### config.mk
export PLATFORM = sky130hd
export DESIGN_NAME = sbus_activation_ctrl
export DESIGN_NICKNAME = d
export VERILOG_FILES = /design/src/rtl/sbus_act_pkg.sv /design/src/rtl/sbus_frame_run.sv /design/src/rtl/sbus_net_seq.sv /design/src/rtl/sbus_term_seq.sv /design/src/rtl/sbus_activation_ctrl.sv
export SDC_FILE = /design/constraint.sdc
export NUM_CORES = 1
export LEC_CHECK = 0
export CAP_MARGIN = 30
export CORE_AREA = 5 5 66 68
export DETAILED_ROUTE_END_ITERATION = 10
export DIE_AREA = 0 0 71 73
export GPL_TIMING_DRIVEN = 0
export MAX_ROUTING_LAYER = met4
export PLACE_DENSITY = 0.48
export SYNTH_ARGS = -nofsm -noshare
export SYNTH_HDL_FRONTEND = slang
export SYNTH_HIERARCHICAL = 1
export SYNTH_SLANG_ARGS = --single-unit
### constraint.sdc
create_clock -name clk -period 5.68 [get_ports clk]
set_input_delay 0.852 -clock clk [delete_from_list [all_inputs] [get_ports clk]]
set_output_delay 0.852 -clock clk [all_outputs]
set_load 0.03 [all_outputs]
### src/rtl/sbus_act_pkg.sv
package sbus_act_pkg;

   typedef enum logic [1:0] {
      TXC_IDLE     = 2'd0,
      TXC_WAKE     = 2'd1,
      TXC_ANNOUNCE = 2'd2,
      TXC_PAYLOAD  = 2'd3
   } txc_e;

   typedef struct packed {
      logic idle;
      logic wake;
      logic framed;
      logic lock;
      logic abit;
      logic act;
      logic deact;
   } frame_ind_t;

   typedef struct packed {
      txc_e tx;
      logic abit;
      logic activated;
      logic pending;
      logic monitored;
   } ctl_out_t;

   function automatic frame_ind_t decode_ind(input logic [1:0] rx,
                                             input logic sync,
                                             input logic abit,
                                             input logic act,
                                             input logic deact);
      frame_ind_t f;
      f.idle   = (rx == 2'd0);
      f.wake   = (rx == 2'd1);
      f.framed = rx[1];
      f.lock   = rx[1] & sync;
      f.abit   = abit;
      f.act    = act;
      f.deact  = deact;
      return f;
   endfunction

endpackage

### src/rtl/sbus_frame_run.sv
module sbus_frame_run #(
   parameter int LIMIT = 8
) (
   input  logic clk,
   input  logic rst_n,
   input  logic enable,
   input  logic restart,
   input  logic tick,
   input  logic hit,
   output logic reached
);
   localparam int W = $clog2(LIMIT + 1);
   localparam logic [W-1:0] LAST = W'(LIMIT - 1);

   logic [W-1:0] cnt;

   always_ff @(posedge clk or negedge rst_n) begin
      if (!rst_n) begin
         cnt <= '0;
      end else if (!enable || restart) begin
         cnt <= '0;
      end else if (tick) begin
         if (!hit)
            cnt <= '0;
         else if (cnt != LAST)
            cnt <= cnt + 1'b1;
      end
   end

   assign reached = enable & tick & hit & (cnt == LAST);

endmodule

### src/rtl/sbus_net_seq.sv
module sbus_net_seq
   import sbus_act_pkg::*;
(
   input  logic       clk,
   input  logic       rst_n,
   input  logic       tick,
   input  frame_ind_t ind,
   input  logic       lost,
   input  logic       expired,
   output ctl_out_t   ctl,
   output logic       moved
);
   typedef enum logic [1:0] {NS_QUIET, NS_OFFER, NS_LIVE} net_st_e;

   net_st_e st, nxt;
   logic    unused_ind;

   assign unused_ind = ind.abit ^ ind.framed ^ ind.idle;

   always_comb begin
      nxt = st;
      if (ind.deact) begin
         nxt = NS_QUIET;
      end else begin
         unique case (st)
            NS_QUIET: if (ind.act || ind.wake) nxt = NS_OFFER;
            NS_OFFER: begin
               if (ind.lock)   nxt = NS_LIVE;
               else if (expired) nxt = NS_QUIET;
            end
            NS_LIVE:  if (lost) nxt = NS_QUIET;
            default:  nxt = NS_QUIET;
         endcase
      end
   end

   always_ff @(posedge clk or negedge rst_n) begin
      if (!rst_n)    st <= NS_QUIET;
      else if (tick) st <= nxt;
   end

   assign moved = tick & (nxt != st);

   always_comb begin
      ctl = '0;
      unique case (st)
         NS_OFFER: begin
            ctl.tx      = TXC_ANNOUNCE;
            ctl.pending = 1'b1;
         end
         NS_LIVE: begin
            ctl.tx        = TXC_PAYLOAD;
            ctl.abit      = 1'b1;
            ctl.activated = 1'b1;
            ctl.monitored = 1'b1;
         end
         default: ctl.tx = TXC_IDLE;
      endcase
   end

endmodule

### src/rtl/sbus_term_seq.sv
module sbus_term_seq
   import sbus_act_pkg::*;
(
   input  logic       clk,
   input  logic       rst_n,
   input  logic       tick,
   input  frame_ind_t ind,
   input  logic       lost,
   input  logic       expired,
   output ctl_out_t   ctl,
   output logic       moved
);
   typedef enum logic [1:0] {TS_QUIET, TS_CALL, TS_ANSWER, TS_LIVE} term_st_e;

   term_st_e st, nxt;
   logic     unused_ind;

   assign unused_ind = ind.wake ^ ind.framed ^ ind.idle;

   always_comb begin
      nxt = st;
      if (ind.deact) begin
         nxt = TS_QUIET;
      end else begin
         unique case (st)
            TS_QUIET: begin
               if (ind.lock)     nxt = TS_ANSWER;
               else if (ind.act) nxt = TS_CALL;
            end
            TS_CALL: begin
               if (ind.lock)     nxt = TS_ANSWER;
               else if (expired) nxt = TS_QUIET;
            end
            TS_ANSWER: begin
               if (ind.lock && ind.abit) nxt = TS_LIVE;
               else if (lost || expired) nxt = TS_QUIET;
            end
            TS_LIVE: if (lost) nxt = TS_QUIET;
            default: nxt = TS_QUIET;
         endcase
      end
   end

   always_ff @(posedge clk or negedge rst_n) begin
      if (!rst_n)    st <= TS_QUIET;
      else if (tick) st <= nxt;
   end

   assign moved = tick & (nxt != st);

   always_comb begin
      ctl = '0;
      unique case (st)
         TS_CALL: begin
            ctl.tx      = TXC_WAKE;
            ctl.pending = 1'b1;
         end
         TS_ANSWER: begin
            ctl.tx        = TXC_PAYLOAD;
            ctl.pending   = 1'b1;
            ctl.monitored = 1'b1;
         end
         TS_LIVE: begin
            ctl.tx        = TXC_PAYLOAD;
            ctl.activated = 1'b1;
            ctl.monitored = 1'b1;
         end
         default: ctl.tx = TXC_IDLE;
      endcase
   end

endmodule

### src/rtl/sbus_activation_ctrl.sv
module sbus_activation_ctrl
   import sbus_act_pkg::*;
#(
   parameter bit IS_NETWORK     = 1'b1,
   parameter int LOSS_FRAMES    = 8,
   parameter int TIMEOUT_FRAMES = 1000
) (
   input  logic       clk,
   input  logic       rst_n,
   input  logic       frame_tick,
   input  logic [1:0] rx_class,
   input  logic       rx_sync,
   input  logic       rx_abit,
   input  logic       act_req,
   input  logic       deact_req,
   output logic [1:0] tx_info,
   output logic       tx_abit,
   output logic       activated
);
   if (LOSS_FRAMES < 1) begin : g_bad_loss
      $error("LOSS_FRAMES must be at least 1");
   end
   if (TIMEOUT_FRAMES < 1) begin : g_bad_timeout
      $error("TIMEOUT_FRAMES must be at least 1");
   end

   frame_ind_t ind;
   ctl_out_t   ctl;
   logic       moved;
   logic       lost;
   logic       expired;

   assign ind = decode_ind(rx_class, rx_sync, rx_abit, act_req, deact_req);

   sbus_frame_run #(.LIMIT(LOSS_FRAMES)) u_idle_run (
      .clk     (clk),
      .rst_n   (rst_n),
      .enable  (ctl.monitored),
      .restart (moved),
      .tick    (frame_tick),
      .hit     (ind.idle),
      .reached (lost)
   );

   sbus_frame_run #(.LIMIT(TIMEOUT_FRAMES)) u_attempt_run (
      .clk     (clk),
      .rst_n   (rst_n),
      .enable  (ctl.pending),
      .restart (moved),
      .tick    (frame_tick),
      .hit     (1'b1),
      .reached (expired)
   );

   if (IS_NETWORK) begin : g_net
      sbus_net_seq u_seq (
         .clk     (clk),
         .rst_n   (rst_n),
         .tick    (frame_tick),
         .ind     (ind),
         .lost    (lost),
         .expired (expired),
         .ctl     (ctl),
         .moved   (moved)
      );
   end else begin : g_term
      sbus_term_seq u_seq (
         .clk     (clk),
         .rst_n   (rst_n),
         .tick    (frame_tick),
         .ind     (ind),
         .lost    (lost),
         .expired (expired),
         .ctl     (ctl),
         .moved   (moved)
      );
   end

   assign tx_info   = ctl.tx;
   assign tx_abit   = ctl.abit;
   assign activated = ctl.activated;

endmodule

* After elaboration in Yosys (flattened, before gate mapping) *
Index checks and enable logic that the tools add are counted.

storage, ports and cells
  register bits = 16
  input bits = 9
  output and inout bits = 4
  word-level logic and storage cells = 50

cells by class
  add/sub/neg operators = 2
  eq/ne operators = 9
  mux-type cells = 17
  bitwise operators = 7
  reductions and logical operators = 12

operator list
  kind                                                   number
  two-way mux 10 bit                                     3
  two-way mux 4 bit                                      4
  two-way mux 2 bit                                      6
  adder 10 x 1 -> 10 bit, second input constant          1
  == test 10 bit, second input constant                  1
  inequality test 10 bit, second input constant          1
  bitwise AND 1 bit                                      7
  case mux 2 bit (3 select lines)                        1
  nonzero test 2 bit                                     3
  adder 4 x 1 -> 4 bit, second input constant            1
  == test 2 x 1 -> 1 bit, second input constant          2
  == test 4 x 3 -> 1 bit, second input constant          1
  zero test 2 bit                                        2
  inequality test 4 x 3 -> 1 bit, second input constant  1
  case mux 2 bit (2 select lines)                        1
  AND reduction 2 bit                                    2
  logical OR 1 bit                                       3
  inequality test 3 bit, second input constant           1
  == test 2 bit, second input constant                   1
  zero test 1 bit                                        2
  two-way mux 1 bit                                      2
  inequality test 2 bit                                  1

* Logic depth before layout (Yosys ltp) *
Gate-level depths: netlist (run 1).

  depth after elaboration = 13
  mapped depth = 11
  gate-level depth less buffers = 11

* By module *
The synthesis (run 1) kept the hierarchy.

by module, submodules not included
  module                           instances  cells each  area an instance (um^2)  sequential area each (um^2)
  sbus_frame_run at u_attempt_run  1          63          583.1                    250.2
  sbus_net_seq                     1          31          266.5                    50.0
  sbus_frame_run at u_idle_run     1          26          254.0                    100.1
  sbus_activation_ctrl             1          4           23.8                     0.0

* Worst setup path before layout (run 1) *
Ideal clock, no wire load.

  path kind = in2reg
  start = in rx_class[1]
  end = reg u_attempt_run.cnt[3]
  library setup time = 126 ps
  arrival = 2,434 ps
  required time = 5,554 ps
  path slack = 3,120 ps
  stages on the path = 10
  buffers on the path = 0
  cells stage by stage = nor2_1 -> and4b_4 -> and3_1 -> nor2b_1 -> a221oi_1 -> nand4_1 -> nand3_1 -> nand2b_1 -> a21o_2 -> a21oi_1

on the way
  word-level cells in the longest chain between the ends = 11
  elaborated cells on any way between the ends = 18
  classes of those cells = 2 x eq/ne; 6 x mux; 4 x bitwise; 6 x reduce/logical

ends and longest elaborated chain
  element                               RTL line                    text
  start, declared                       sbus_activation_ctrl.sv:11  input logic [1:0] rx_class,
  zero test 2 bit *                     sbus_act_pkg.sv:34          f.idle = (rx == 2'd0);
  bitwise AND 1 bit * (2 in series)     sbus_frame_run.sv:30        assign reached = enable & tick & hit & (cnt == LAST);
  via lost                              sbus_activation_ctrl.sv:30  logic lost;
  two-way mux 2 bit *                   sbus_net_seq.sv:31          NS_LIVE: if (lost) nxt = NS_QUIET;
  case mux 2 bit (3 select lines) *     sbus_net_seq.sv:25          unique case (st)
  two-way mux 2 bit *                   sbus_net_seq.sv:22          if (ind.deact) begin
  inequality test 2 bit *               sbus_net_seq.sv:42          assign moved = tick & (nxt != st);
  bitwise AND 1 bit *                   sbus_net_seq.sv:42
  via moved                             sbus_activation_ctrl.sv:29  logic moved;
  logical OR 1 bit *                    sbus_frame_run.sv:20        end else if (!enable || restart) begin
  nonzero test 2 bit (no source line)   --
  AND reduction 2 bit (no source line)  --
  end signal, assigned                  sbus_frame_run.sv:26        cnt <= cnt + 1'b1;
  end, declared                         sbus_frame_run.sv:15        logic [W-1:0] cnt;

The timed path passes the listed nets; every way through them passes the cells marked *.
A chain may end at the register's enable or synchronous reset.

* Worst setup path after layout (run 1) *
  start = in frame_tick
  end = reg u_attempt_run.cnt[7]

on the way
  word-level cells in the longest chain between the ends = 11
  elaborated cells on any way between the ends = 17
  classes of those cells = 1 x eq/ne; 6 x mux; 6 x bitwise; 4 x reduce/logical

ends and longest elaborated chain
  element                               RTL line                    text
  start, declared                       sbus_activation_ctrl.sv:10  input logic frame_tick,
  bitwise AND 1 bit * (2 in series)     sbus_frame_run.sv:30
  via expired                           sbus_activation_ctrl.sv:31  logic expired;
  two-way mux 2 bit *                   sbus_net_seq.sv:29          else if (expired) nxt = NS_QUIET;
  two-way mux 2 bit *                   sbus_net_seq.sv:28          if (ind.lock) nxt = NS_LIVE;
  case mux 2 bit (3 select lines) *     sbus_net_seq.sv:25
  two-way mux 2 bit *                   sbus_net_seq.sv:22
  inequality test 2 bit *               sbus_net_seq.sv:42
  bitwise AND 1 bit *                   sbus_net_seq.sv:42
  via moved                             sbus_activation_ctrl.sv:29
  logical OR 1 bit *                    sbus_frame_run.sv:20
  nonzero test 2 bit (no source line)   --
  AND reduction 2 bit (no source line)  --

Marks and branches as above.

==> impl_metrics.env, run 1 <==
export IMPL_status="completed"
export IMPL_rows=23
export IMPL_path_class="primary input to register"
export IMPL_maxCapViolCount=0
export IMPL_synth_area_per_cell_sq_um=9.09
export IMPL_vias_per_cell=5.09
export IMPL_cp_arrival_ps=3330
export IMPL_synth_seq_cells=16
export IMPL_path_max_fanout=21
export IMPL_pre_cts_slack_ps=2240
export IMPL_async_flop_share_pct=100
export IMPL_irDropWorstVdd_uv=78.5
export IMPL_min_period_over_period_pct=56.2
export IMPL_worstMarginPinSlew_ps=775
export IMPL_synth_xor_area_share_pct=1.55
export IMPL_ys_flop_type="dfrtp_1"
export IMPL_synth_fa_ha_area_share_pct=7.77
export IMPL_synth_compound_area_share_pct=20.4
export IMPL_netlist_area_sq_mm=0.00113
export IMPL_grt_pass1_vias=961
export IMPL_mostFrequentLayoutCell="dfrtp_1"
export IMPL_syn_to_final_growth_pct=21.9
export IMPL_hold_class="register to register"
export IMPL_synth_edf_count=0
export IMPL_dr_pass1_iters=4
export IMPL_n_fill_cell=409
export IMPL_place_gp_congestion=0.753
export IMPL_cp_end_kind="register"
export IMPL_power_density_mw_per_mm2=219
export IMPL_track_usage_pct=10.4
export IMPL_rsz0062_at_grt="no"
export IMPL_fp_dieH_microns=73
export IMPL_cts_clk_slew_worst_paths_ps=70
export IMPL_yosysUniqueCellTypes=42
export IMPL_wirelength_mm=2.41
export IMPL_hpwl_mm=1.84
export IMPL_cts_num_sinks=16
export IMPL_avgRoutedWirePerCell_microns=12.4
export IMPL_worstPathRequired_ps=5820
export IMPL_first_iter_violations=57
export IMPL_yosys_top_cells_area="dfrtp_1, ha_1, a21oi_1"
export IMPL_setup_viol=0
export IMPL_drive_gt1_share_pct=14.6
export IMPL_synth_top_cell_area_share_pct=35.5
export IMPL_core_area_sq_mm=0.00380
export IMPL_cts_tree="yes"
export IMPL_fmax_mhz=313
export IMPL_h_tree_depth=1
export IMPL_leakage_nw=0.535
export IMPL_grt_ovfl_total=0
export IMPL_ys_warn_count=6
export IMPL_die_w_microns=71
export IMPL_drc=0
export IMPL_seq_area_frac_synth_pct=35.5
export IMPL_holdBufCountCts=0
export IMPL_worstSkewPairLatency_ps=250
export IMPL_skew_ps=4.96
export IMPL_cts_path_max_buffers=2
export IMPL_dpl_cell_area_sq_mm=0.00132
export IMPL_grt_pass1_wl_mm=4.21
export IMPL_io_pins=13
export IMPL_startpoint_type="primary input"
export IMPL_port_buffers=11
export IMPL_antenna_cells_inserted=0
export IMPL_yosysTopAreaCell="dfrtp_1"
export IMPL_antenna_left=0
export IMPL_tns_ps=0
export IMPL_drv_slew=0
export IMPL_nets=161
export IMPL_mostFrequentLayoutCells="dfrtp_1, clkdlybuf4s50_1, a21oi_1"
export IMPL_maxSlewHeadroom_pct=47.8
export IMPL_initial_core_util_pct=29.7
export IMPL_vias=988
export IMPL_antenna_found_initial=0
export IMPL_hold_violations=0
export IMPL_cts_buffers=3
export IMPL_finalCriticalPeriod_ps=3190
export IMPL_syn_inst=124
export IMPL_synth_top_family_by_area="simple AND/OR/NAND/NOR gates"
export IMPL_cts_root_buf="clkbuf_8"
export IMPL_stdcell_area_sq_mm=0.00137
export IMPL_synthMuxAreaShare_pct=1.89
export IMPL_synth_simple_gate_area_share_pct=29.5
export IMPL_post_cts_resize_count=0
export IMPL_worst_slack_ps=2490
export IMPL_cts_setup_buffers=0
export IMPL_grt_start_max_net_pins=22
export IMPL_dieArea_sq_mm=0.00518
-- worst paths after layout --
kind | from | to | slack [ps] | cells after the start
min reg2reg | u_attempt_run/cnt[1] | u_attempt_run/cnt[1] | 560 | 2
max | frame_tick | u_attempt_run/cnt[7] | 2490 | 9
min | u_attempt_run/cnt[1] | u_attempt_run/cnt[1] | 560 | 2
min in group asynchronous | rst_n | u_attempt_run/cnt[4] | 1060 | 1
max in group asynchronous | rst_n | u_attempt_run/cnt[1] | 4130 | 1
max reg2reg | u_attempt_run/cnt[0] | u_attempt_run/cnt[7] | 3020 | 11
-- state kept, by name, summed over array words and instances, names as in the netlist --
| register | flops |
|---|---|
| g_net.u_seq/st | 2 |
| u_attempt_run/cnt | 10 |
| u_idle_run/cnt | 4 |
-- cell usage after synthesis (2+ instances only) --
cell and instances:
nor2_1 7, or3_2 2, nand4_1 5, ha_1 7, o31a_1 2, nand4b_1 4, buf_4 2, nor3_1 4
and3_1 3, nand3_1 7, or3_1 4, nand2_1 7, o21ai_0 5, nor2b_1 4, a21oi_1 11, nand2b_1 2
inv_1 5, dfrtp_1 16, a21oi_2 2, o21ai_2 2, xnor2_1 2
-- layer usage --
layer,global-route usage (%),routed length [microns],vias up,part of all wire [%]
met2,16.3,1130,18,47
met3,1.79,58,2,2.4
met1,12.9,1200,471,50
met4,5.43,23,0,0.95
met5,-,0,-,0
li1,-,-,497,-
-- kinds of logic (layout without fill, tap and decap cells) --
group           count (synthesis)  after routing
simple gates                   56             56
compound gates                 33             33
other cells                     1              6
mux                             2              2
flops                          16             16
xor+xnor                        2              2
buf+inv                         7             22
fa+ha+maj                       7              7
-- power by group --
part           internal, mW  switching, mW  leakage [nW]
sequential            0.117        0.00517         0.222
combinational        0.0319         0.0455         0.284
clock                0.0614         0.0397        0.0288
-- worst max-delay path, cell delays in order --
cell and delay (ps):
clkdlybuf4s50_1 940, and3_1 310, inv_1 50, a221oi_1 360
nand4_1 140, nand3_1 140, nand2b_1 290, a21o_2 180
nor2_1 50
-- through the flow --
step	utilization [%]	std cells	total power [mW]	hold WS, ps
6_report	36.2	194	0.301	555
5_1_grt	36.2	194	0.321	571
4_1_cts	36.2	194	0.305	554
3_5_place_dp	34.7	190	0.202	545
3_3_place_gp	34.7	190	0.201	531
2_1_floorplan	-	129	0.176	510
-- area by class of cell --
type / instances / area, sq um / area share (%)
clock buffers: 4 / 55.1 / 4.01
inverters: 5 / 18.8 / 1.37
plain buffers: 2 / 15.0 / 1.09
flip-flops and latches: 16 / 400 / 29.1
repair buffers: 11 / 110 / 8.01
well taps: 50 / 62.6 / 4.55
multi-input cells: 106 / 712 / 51.8
(Power assumes the default switching activity.)
==> run 2, diff against run 1 <==
--- a/config.mk
+++ b/config.mk
@@ -11,7 +11,7 @@
 export DIE_AREA = 0 0 71 73
 export GPL_TIMING_DRIVEN = 0
 export MAX_ROUTING_LAYER = met4
-export PLACE_DENSITY = 0.48
+export PLACE_DENSITY = 0.5
 export SYNTH_ARGS = -nofsm -noshare
 export SYNTH_HDL_FRONTEND = slang
 export SYNTH_HIERARCHICAL = 1
==> constraint.sdc (replaced) <==
create_clock -name clk -period 2.59 [get_ports clk]
set_input_delay 0.3885 -clock clk [delete_from_list [all_inputs] [get_ports clk]]
set_output_delay 0.3885 -clock clk [all_outputs]
set_load 0.03 [all_outputs]
==> run 2 against run 1 <==
Against the previous run:
- via count increased by 1.4%
- final area is 2.8% higher
- clock power rose by 110%
- global-route usage shrank 0.54 points
- sequential power is 120% higher
- hold slack better by 4.2 ps
- power is 120% higher
- die area is the same
- register-to-register slack worse by 2900 ps
- critical path type is now register to register
- largest cell class unchanged
- largest power group unchanged
==> impl_metrics.env, run 2 (synthesis gave the netlist of run 1 again) <==
export IMPL_skew_ps=1.83
export IMPL_fp_dieH_microns=73
export IMPL_status="completed"
export IMPL_grt_use_met2_pct=15.4
export IMPL_cts_tree="yes"
export IMPL_antenna_left=0
export IMPL_reg_largest_list="u_attempt_run/cnt (10), u_idle_run/cnt (4), g_net.u_seq/st (2)"
export IMPL_regMostFlops="u_attempt_run/cnt"
export IMPL_largest_reg_flops=10
export IMPL_h_tree_depth=1
export IMPL_crit_buf_inv=1
export IMPL_grt_pass1_vias=918
export IMPL_path_cells="ha_4 > nand4b_1 > nor4_2 > and3_1 > inv_1 > a221oi_2 > nand4_1 > nand3_2 > nand2b_4 > a21o_2 > nor2_1"
export IMPL_nets=161
export IMPL_finalNonFillerCells=194
export IMPL_crit_path_top_delay_cell="dfrtp_1"
export IMPL_path_depth=11
export IMPL_mostFrequentLayoutCell="dfrtp_1"
export IMPL_worstMarginPinSlew_ps=760
export IMPL_maxCapViolCount=0
export IMPL_dieArea_sq_mm=0.00518
export IMPL_core_area_sq_mm=0.00380
export IMPL_die_w_microns=71
export IMPL_grt_pass1_wl_mm=4.06
export IMPL_power_density_mw_per_mm2=473
export IMPL_cts_clk_slew_worst_paths_ps=60
export IMPL_slowest_delay_ps=430
export IMPL_grt_start_max_net_pins=22
export IMPL_finalCriticalPeriod_ps=2500
export IMPL_cp_arrival_ps=2630
export IMPL_hold_class="register to register"
export IMPL_place_gp_congestion=0.783
export IMPL_track_usage_pct=9.88
export IMPL_dr_pass1_iters=4
export IMPL_io_pins=13
export IMPL_cp_end_kind="register"
export IMPL_drv_slew=0
export IMPL_n_fill_cell=392
export IMPL_rows=23
export IMPL_gr_usage_met1_pct=13.0
export IMPL_initial_core_util_pct=29.7
export IMPL_syn_to_final_growth_pct=25.3
export IMPL_dp_cells=190
export IMPL_antenna_found_initial=0
export IMPL_cts_num_sinks=16
export IMPL_cts_path_max_buffers=2
export IMPL_cts_buffers=3
export IMPL_vias=1002
export IMPL_drive_gt1_share_pct=18.8
export IMPL_top_usage_layer="met2"
export IMPL_worstPathRequired_ps=2720
export IMPL_stdcell_area_sq_mm=0.00141
export IMPL_dpl_cell_area_sq_mm=0.00132
export IMPL_worst_slack_ps=87.8
export IMPL_irDropWorstVdd_uv=253
export IMPL_drc=0
export IMPL_worstSkewPairLatency_ps=240
export IMPL_hpwl_mm=1.76
export IMPL_first_iter_violations=56
export IMPL_pre_cts_slack_ps=-347
export IMPL_wirelength_mm=2.41
export IMPL_path_max_fanout=7
export IMPL_vias_per_cell=5.16
export IMPL_antenna_cells_inserted=0
export IMPL_min_period_over_period_pct=96.6
export IMPL_holdBufCountCts=0
export IMPL_setup_viol=0
export IMPL_hold_violations=0
export IMPL_path_class="register to register"
export IMPL_fmax_mhz=400
export IMPL_whs_path_depth=2
export IMPL_cts_root_buf="clkbuf_8"
export IMPL_leakage_nw=0.543
export IMPL_cpLargestDelayFamily="simple AND/OR/NAND/NOR gates"
export IMPL_startpoint_type="register"
export IMPL_maxSlewHeadroom_pct=48.8
export IMPL_mostFrequentLayoutCells="dfrtp_1, a21oi_1, clkdlybuf4s50_1"
export IMPL_avgRoutedWirePerCell_microns=12.4
export IMPL_grt_ovfl_total=0
export IMPL_r2r_cells=11
export IMPL_port_buffers=11
export IMPL_met3_usage_pct=0.964
[run 2: cell types whose count changed in the layout (fill, tap and decap cells not counted), sizes merged]
cell and change:
clkdlybuf4s50 -1, dlygate4sd2 +1
[run 2: final cells by class]
class	instances	area, sq um	share of cell area, %
multi-input combinational	106	752	53.2
timing repair buffer	11	109	7.71
sequential	16	400	28.3
clock buffer	4	55.1	3.90
inverter	5	18.8	1.33
buffer	2	15.0	1.06
tap	50	62.6	4.43
[run 2: repair_timing]
action	4_1_cts	5_1_grt
gates cloned	0	0
pin swaps	0	1
setup buffers	0	0
resized for setup	2	7
endpoints found under the setup margin	4	4
[run 2: routing by layer]
metal  wire, microns  part of all wire [%]
met1            1140                    47
met2            1160                    48
met3              77                   3.2
met4              27                   1.1
met5               0                     0
[run 2: worst min-delay path: stages (launching register included)]
cell and delay, ps:
dfrtp_1 360, xnor2_1 120, nor2_1 40
[run 2: final timing paths]
kind / from / endpoint / slack (ps)
max: u_attempt_run/cnt[0] / u_attempt_run/cnt[9] / 90
max in group asynchronous: rst_n / u_attempt_run/cnt[7] / 1550
min reg2reg: u_attempt_run/cnt[9] / u_attempt_run/cnt[9] / 560
min in group asynchronous: rst_n / u_attempt_run/cnt[6] / 580
min: u_attempt_run/cnt[9] / u_attempt_run/cnt[9] / 560
max reg2reg: u_attempt_run/cnt[0] / u_attempt_run/cnt[9] / 90
[run 2: per-stage QoR]
step / setup TNS, ps / power (mW) / util, % / hold slack (ps)
global placement: -3570 / 0.442 / 34.7 / 532
finish: 0 / 0.668 / 37.2 / 559
global route: -168 / 0.711 / 37.2 / 582
CTS: 0 / 0.664 / 36.2 / 552
floorplan: 0 / 0.385 / - / 92.9
detailed placement: -3020 / 0.444 / 34.7 / 543
[run 2: where the power goes]
| group | switching, mW | leakage (nW) | internal, mW |
|---|---|---|---|
| Clock | 0.0789 | 0.0288 | 0.134 |
| Combinational | 0.106 | 0.292 | 0.0792 |
| Sequential | 0.0120 | 0.222 | 0.257 |
| Total | 0.197 | 0.543 | 0.471 |
